`src/rtl/rtc_alarm_pkg.sv`:
```
package rtc_alarm_pkg;

    localparam int BYTE_W  = 8;
    localparam int FIELDS  = 4;
    localparam int SEL_W   = $clog2(FIELDS);
    localparam int MASK_B  = BYTE_W - 1;

    typedef enum logic [SEL_W-1:0] {
        FLD_SEC  = 2'd0,
        FLD_MIN  = 2'd1,
        FLD_HOUR = 2'd2,
        FLD_DATE = 2'd3
    } field_e;

    typedef enum logic [2:0] {
        RPT_MONTH,
        RPT_DAY,
        RPT_HOUR,
        RPT_MINUTE,
        RPT_SECOND
    } rate_e;

    typedef logic [FIELDS-1:0][BYTE_W-1:0] tod_bytes_t;

    // BCD bits that take part in comparison for a field
    function automatic logic [BYTE_W-1:0] value_bits(input field_e f);
        case (f)
            FLD_SEC, FLD_MIN: value_bits = 8'h7F;
            default:          value_bits = 8'h3F;
        endcase
    endfunction

    // Range check applied before a byte is stored
    function automatic logic byte_ok(input field_e f, input logic [BYTE_W-1:0] b);
        logic [3:0] units;
        logic [2:0] tens;
        units = b[3:0];
        tens  = b[6:4];
        case (f)
            FLD_SEC, FLD_MIN: byte_ok = (units <= 4'd9) && (tens <= 3'd5);
            FLD_HOUR:         byte_ok = (units <= 4'd9) &&
                                        ((b[5:4] < 2'd2) || (b[5:4] == 2'd2 && units <= 4'd3));
            default:          byte_ok = (units <= 4'd9) && (b[5:0] != 6'd0);
        endcase
    endfunction

endpackage

```
`src/rtl/rtc_alarm_regs.sv`:
```
module rtc_alarm_regs
    import rtc_alarm_pkg::*;
(
    input  logic              clk,
    input  logic              rst,
    input  logic              wr_en,
    input  logic [SEL_W-1:0]  wr_sel,
    input  logic [BYTE_W-1:0] wr_data,
    input  logic [SEL_W-1:0]  rd_sel,
    output logic [BYTE_W-1:0] rd_data,
    output tod_bytes_t        alarm_q
);

    for (genvar i = 0; i < FIELDS; i++) begin : g_field
        localparam field_e FID = field_e'(i);
        logic take;
        assign take = wr_en && (wr_sel == SEL_W'(i)) && byte_ok(FID, wr_data);

        always_ff @(posedge clk) begin
            if (rst)
                alarm_q[i] <= '0;
            else if (take)
                alarm_q[i] <= wr_data;
        end
    end

    assign rd_data = alarm_q[rd_sel];

endmodule

```
`src/rtl/rtc_alarm_rate.sv`:
```
module rtc_alarm_rate
    import rtc_alarm_pkg::*;
(
    input  logic [FIELDS-1:0] mask,
    output logic [FIELDS-1:0] cmp_en
);

    rate_e rate;

    // mask bit order: [3]=date [2]=hour [1]=min [0]=sec
    always_comb begin
        case (mask)
            4'b0000: rate = RPT_MONTH;
            4'b1000: rate = RPT_DAY;
            4'b1100: rate = RPT_HOUR;
            4'b1110: rate = RPT_MINUTE;
            default: rate = RPT_SECOND;
        endcase
    end

    always_comb begin
        case (rate)
            RPT_MONTH:  cmp_en = 4'b1111;
            RPT_DAY:    cmp_en = 4'b0111;
            RPT_HOUR:   cmp_en = 4'b0011;
            RPT_MINUTE: cmp_en = 4'b0001;
            default:    cmp_en = 4'b0000;
        endcase
    end

endmodule

```
`src/rtl/rtc_alarm_match.sv`:
```
module rtc_alarm_match
    import rtc_alarm_pkg::*;
(
    input  logic              clk,
    input  logic              rst,
    input  logic              tick,
    input  tod_bytes_t        alarm_q,
    input  tod_bytes_t        now,
    input  logic [FIELDS-1:0] cmp_en,
    output logic              irq
);

    logic [FIELDS-1:0] field_hit;

    for (genvar i = 0; i < FIELDS; i++) begin : g_cmp
        localparam logic [BYTE_W-1:0] VB = value_bits(field_e'(i));
        assign field_hit[i] = !cmp_en[i] || ((alarm_q[i] & VB) == (now[i] & VB));
    end

    always_ff @(posedge clk) begin
        if (rst)
            irq <= 1'b0;
        else
            irq <= tick && (&field_hit);
    end

endmodule

```
`src/rtl/rtc_alarm.sv`:
```
module rtc_alarm
    import rtc_alarm_pkg::*;
(
    input  logic        clk,
    input  logic        rst,
    input  logic        wr_en,
    input  logic [1:0]  wr_sel,
    input  logic [7:0]  wr_data,
    input  logic [1:0]  rd_sel,
    output logic [7:0]  rd_data,
    input  logic        tick,
    input  logic [7:0]  cur_sec,
    input  logic [7:0]  cur_min,
    input  logic [7:0]  cur_hour,
    input  logic [7:0]  cur_date,
    output logic        irq
);

    tod_bytes_t        alarm_q;
    tod_bytes_t        now;
    logic [FIELDS-1:0] mask;
    logic [FIELDS-1:0] cmp_en;

    assign now = {cur_date, cur_hour, cur_min, cur_sec};

    for (genvar i = 0; i < FIELDS; i++) begin : g_mask
        assign mask[i] = alarm_q[i][MASK_B];
    end

    rtc_alarm_regs u_regs (
        .clk     (clk),
        .rst     (rst),
        .wr_en   (wr_en),
        .wr_sel  (wr_sel),
        .wr_data (wr_data),
        .rd_sel  (rd_sel),
        .rd_data (rd_data),
        .alarm_q (alarm_q)
    );

    rtc_alarm_rate u_rate (
        .mask   (mask),
        .cmp_en (cmp_en)
    );

    rtc_alarm_match u_match (
        .clk     (clk),
        .rst     (rst),
        .tick    (tick),
        .alarm_q (alarm_q),
        .now     (now),
        .cmp_en  (cmp_en),
        .irq     (irq)
    );

endmodule

```
`config.mk`:
```
export PLATFORM = sky130hd
export DESIGN_NAME = rtc_alarm
export DESIGN_NICKNAME = d
export VERILOG_FILES = /design/src/rtl/rtc_alarm_pkg.sv /design/src/rtl/rtc_alarm_regs.sv /design/src/rtl/rtc_alarm_rate.sv /design/src/rtl/rtc_alarm_match.sv /design/src/rtl/rtc_alarm.sv
export SDC_FILE = /design/constraint.sdc
export NUM_CORES = 1
export LEC_CHECK = 0
export ABC_AREA = 1
export BUFFER_PORTS_ARGS = -buffer_cell sky130_fd_sc_hd__buf_4
export CAP_MARGIN = 40
export CORE_MARGIN = 4
export CORE_UTILIZATION = 47
export DETAILED_ROUTE_END_ITERATION = 8
export PLACE_DENSITY = 0.85
export SKIP_CTS_REPAIR_TIMING = 1
export SYNTH_ARGS = -nofsm -noshare
export SYNTH_HDL_FRONTEND = slang
export SYNTH_SLANG_ARGS = --single-unit
```
`constraint.sdc`:
```
create_clock -name clk -period 1.1 [get_ports clk]
set_clock_uncertainty 0.15 [all_clocks]
set_input_delay 0.11 -clock clk [delete_from_list [all_inputs] [get_ports clk]]
set_output_delay 0.11 -clock clk [all_outputs]
set_load 0.02 [all_outputs]
```
* Word level (Yosys, flattened, before mapping)
Index checks and enable logic that the tools add are counted.
W data, S select, Z words.
** Cells by class
- Eq/ne operators :: 14
- Reductions and logical operators :: 27
- Muxes and demuxes :: 4
- Magnitude comparators :: 5
** Operators by type and width (number)
- $bmux W8 S2 :: 1
- $pmux W4 S4 :: 1
- $eq A7 B7 Y1 :: 2
- $logic_and A1 B1 Y1 :: 13
- $eq A4 B4 Y1 const B :: 3
- $eq A6 B6 Y1 :: 2
- $pmux W3 S4 :: 1
- $mux W8 :: 1
- $eq A2 B2 Y1 const B :: 3
- $eq A3 B2 Y1 const B :: 2
- $reduce_bool A6 Y1 :: 1
- $logic_or A1 B1 Y1 :: 5
- $le A4 B2 Y1 const B :: 1
- $le A4 B4 Y1 const B :: 1
- $logic_not A1 Y1 :: 4
- $logic_not A4 Y1 :: 1
- $reduce_and A4 Y1 :: 1
- $eq A3 B1 Y1 const B :: 1
- $le A3 B3 Y1 const B :: 1
- $logic_not A3 Y1 :: 1
- $lt A2 B3 Y1 const B :: 1
- $eq A2 B1 Y1 const B :: 1
- $logic_not A2 Y1 :: 1
- $lt A2 B2 Y1 const B :: 1
** Storage, ports and cells
- Flip-flop bits (word level) :: 33
- Input bits :: 48
- Output and inout bits :: 9

* Logic depth before layout (Yosys ltp)
- Depth in word-level cells :: 8
- Gate-level depth with buffers :: 8

* Cells and area by module
From an unflattened synthesis, not the netlist that was laid out.
** Second synthesis, totals
- Cells, all modules :: 371
- Area total of the unflattened synthesis :: 2272.2 um2
** Modules (own cells, without submodules)
- rtc_alarm_regs :: times used 1, area each 1687.9 um2, seq. area each 640.6 um2, cells an instance 237
- rtc_alarm_match :: times used 1, area each 528.0 um2, seq. area each 20.0 um2, cells an instance 120
- rtc_alarm_rate :: times used 1, area each 56.3 um2, seq. area each 0.0 um2, cells an instance 14

* Least setup slack after synthesis
OpenSTA, ideal clock, no wires.
- Path type :: in2out
- Start :: in rd_sel[0]
- End :: out rd_data[2]
- Data arrival time :: 1.103 ns
- Data required time :: 0.840 ns
- Stages on the path :: 5
- Setup slack :: -0.263 ns
- Path buffers :: 2
- Cell sequence :: buf_2 inv_1 buf_2 o21ai_0 o21ai_0
** On the way
- Longest elaborated chain between the ends :: 2
** RTL lines
- start, declared :: RTL line rtc_alarm.sv:9 : input logic [1:0] rd_sel,
- $bmux W8 S2 :: RTL line rtc_alarm_regs.sv:27 : assign rd_data = alarm_q[rd_sel];
- $mux W8 (not written as such) :: RTL line rtc_alarm_regs.sv:27
- end, declared :: RTL line rtc_alarm.sv:10 : output logic [7:0] rd_data,
Every way passes these cells. The select of a mux whose other input is x is not followed.

* Worst setup path after layout
- Start :: reg u_regs.alarm_q[13] (netlist bit)
- End :: out rd_data[5]
** On the way
- Longest elaborated chain between the ends :: 2
** RTL lines
- start, declared :: RTL line rtc_alarm_regs.sv:11 : output tod_bytes_t alarm_q
- start signal, assigned by index :: RTL line rtc_alarm_regs.sv:23 : alarm_q[i] <= wr_data;
- $bmux W8 S2 :: RTL line rtc_alarm_regs.sv:27
- $mux W8 (not written as such) :: RTL line rtc_alarm_regs.sv:27
Every way passes these cells. The select of a mux whose other input is x is not followed.

==> results by group <==
Run status
  • Violated checks: negative hold slack, negative setup slack
  • Outcome: finished, violations left

CTS
  • Clk Latency, worst-skew pair: 0.30 ns
  • Reg clk slew, reported paths: 0.08 ns
  • TritonCTS clock tree: yes
  • Num CTS Buffers: 5
  • Max Root-Sink Buffers: 2
  • H-tree level count: 2
  • Clk sinks: 33
  • Root cell of the clock tree: clkbuf_8

Finish
  • Most common cell after layout, fill and taps aside: buf_4
  • Final nets: 462
  • Inserted Diodes: 0
  • Final Core Density: 75.87%
  • Most frequent cells in the layout: buf_4 (81), nand2_1 (71), nor2_1 (43)
  • P&R area growth vs syn: 54.23%
  • Fraction of layout cells with a size suffix above 1: 40.00%

Route
  • Via density: 5.400
  • DRT iter0 DRCs: 156
  • Final WL: 6838 um
  • Remaining routing DRC violations: 0
  • Via count: 2511
  • Post-route ant nets: 0
  • Drt pass-1 iters: 5
  • Wire per inst: 14.71 um

GRT
  • Vias in the first global route: 2280
  • Initial antenna violation count: 0
  • Gr usage total: 24.68%
  • Top Usage Layer GRT: met2
  • GR Layer Usage met2: 45.09%
  • Largest net degree at the start of global routing: 30
  • GRT Residual Overflow: 0
  • First-pass GRT wire length: 10030 um
  • Grt met1 use: 27.78%
  • GR met3 Demand/Resource: 5.234%

Min path
  • Hold WC Path Type: input port to flop
  • Min-delay src: wr_data[7]
  • WHS Endpoint: u_regs.alarm_q[31]$_SDFFE_PP0P_
  • Worst hold path cell count: 3

Critical path
  • Critical path's top delay family: flip-flops
  • Worst EP arrival: 1.15 ns
  • CP Launch Type: flop
  • Crit path cell chain: inv_2 > o21ai_2 > a21oi_2 > a21oi_4 > buf_6
  • Reg2reg setup slack: -0.29 ns
  • Reg2reg end: u_match.irq$_SDFF_PP0_
  • R2r worst-path depth: 9
  • Max FO, Critical Path: 2
  • Reg-to-reg startpoint: u_regs.alarm_q[8]$_SDFFE_PP0P_
  • Largest stage delay, worst path: 0.34 ns
  • CP Capture Type: output port
  • Critical path class: flop to output port
  • Buffers plus inverters on the worst setup path: 2
  • Worst EP required: 0.84 ns
  • Slowest CP cell: dfxtp_2

Timing
  • Final Setup Violations: 10
  • Slew Limit Fails: 0
  • Fmax: 710.0 MHz
  • Setup slack after layout: -0.3084 ns
  • RSZ-0062 raised after global routing: true
  • Worst slew margin relative to its limit: 80.50%
  • Final hold violation count: 3
  • Hold slack: -0.05719 ns
  • Worst-margin pin slew: 0.2915 ns
  • Final Cycle Share: 128.0%
  • Final min period: 1.408 ns

Logic synthesis
  • Mapped cell area: 1982 um2
  • FF+latch count, synth: 33
  • Synth cell types: 24
  • Mapped Nets: 370
  • Warnings, synthesis: 0
  • Cells after Synth: 322
  • Seq/Total Area, Yosys: 33.33%
  • Mean Syn Cell Area: 6.155 um2

Placed design
  • Dpl hpwl: 4842 um
  • Pre-CTS setup slack: -0.3271 ns
  • Buffers on Ports: 50
  • GP Congestion: 0.8861

Die
  • Die Width: 72.94 um
  • Io pins: 57
  • # rows: 23
  • Core area: 4029 um2
  • Die height: 72.94 um
  • Die area: 5320 um2
  • Initial Utilization: 49.19%

Power
  • Worst IR Drop VDD: 792.9 uV
  • Power consumption: 0.003119 W
  • Pwr Density: 1020 nW/um2
  • Lkg Pwr: 1.434 nW

Flow run
  • Number of max-cap violations: 0
==> kinds of logic (layout without fill, tap and decap cells) <==
family          Yosys count  in the layout  synth area share [%]
buf+inv                  59            151                 12.25
simple gates            137            138                 29.17
xor+xnor                  5              5                 2.209
compound gates           88             88                 23.04
flops                    33             33                 33.33
==> worst max path at each step <==
stage / endpoint / start / depth (start not counted)
floorplan: u_regs.alarm_q[0]$_SDFFE_PP0P_ / wr_sel[1] / 7
CTS: rd_data[4] / u_regs.alarm_q[12]$_SDFFE_PP0P_ / 6
finish: rd_data[5] / u_regs.alarm_q[13]$_SDFFE_PP0P_ / 5
global placement: u_regs.alarm_q[27]$_SDFFE_PP0P_ / wr_data[1] / 7
detailed placement: u_regs.alarm_q[27]$_SDFFE_PP0P_ / wr_data[1] / 7
global route: u_match.irq$_SDFF_PP0_ / u_regs.alarm_q[8]$_SDFFE_PP0P_ / 8
==> where the power goes <==
| group | switching [W] | internal (W) | total [W] | leakage (nW) |
|---|---|---|---|---|
| sequential | 0.0000402 | 0.00124 | 0.00128 | 0.274 |
| combinational | 0.000410 | 0.000380 | 0.000789 | 1.11 |
| clock | 0.000484 | 0.000566 | 0.00105 | 0.0542 |
==> synth_stat cells <==
cell	n	area share, %
xnor2_1	1	0.44
or2_1	1	0.32
nand2_4	2	1.1
a21oi_2	1	0.44
nand2_1	73	14
nor2_1	46	8.7
nor3_4	2	1.6
dfxtp_1	33	33
xor2_1	4	1.8
o21bai_1	2	0.76
o21ai_0	40	10
nand3_1	7	1.8
buf_4	2	0.76
inv_2	1	0.19
o21ai_1	3	0.76
nor3_1	2	0.51
a21oi_1	40	10
or2_2	3	0.95
clkbuf_1	4	0.76
clkinv_4	2	0.88
nor4_1	1	0.32
buf_2	3	0.76
o21ai_2	2	0.88
inv_1	47	8.9
==> per-stage QoR <==
stage	setup TNS, ns	instance area [um2]	instances
floorplan	0	2081	322
global placement	-5.956	2793	454
detailed placement	-7.638	2793	454
CTS	-3.722	2894	462
global route	-3.428	3057	465
finish	-2.640	3057	465
==> metal layers <==
layer	wire [um]	vias up	part of all wire (%)
li1	-	1207	-
met1	2584	1164	38
met2	3533	120	52
met3	507	20	7.4
met4	212	0	3.1
met5	0	-	0
==> area by class of cell <==
type                    count  area, um2
well taps                  50      62.56
fillers                   304      972.2
multi-input cells         231       1252
clock buffers               7      96.34
flip-flops and latches     33      676.9
inverters                  50      203.9
clock inverters             1      5.005
repair buffers             93      759.5
==> sequential cells by signal, summed over array words and instances (netlist names) <==
signal	count
u_regs.alarm_q	32
u_match.irq	1
==> worst register-to-register path, cell delays in order (launching register included) <==
cell	delay [ns]
dfxtp_2	0.36
buf_6	0.12
nand2_4	0.04
inv_2	0.03
nor2_1	0.03
nor2_1	0.14
nand2_1	0.07
o21bai_1	0.17
nand3_1	0.13
nor2_1	0.09
No activity file was read; power rests on OpenSTA's default activity.
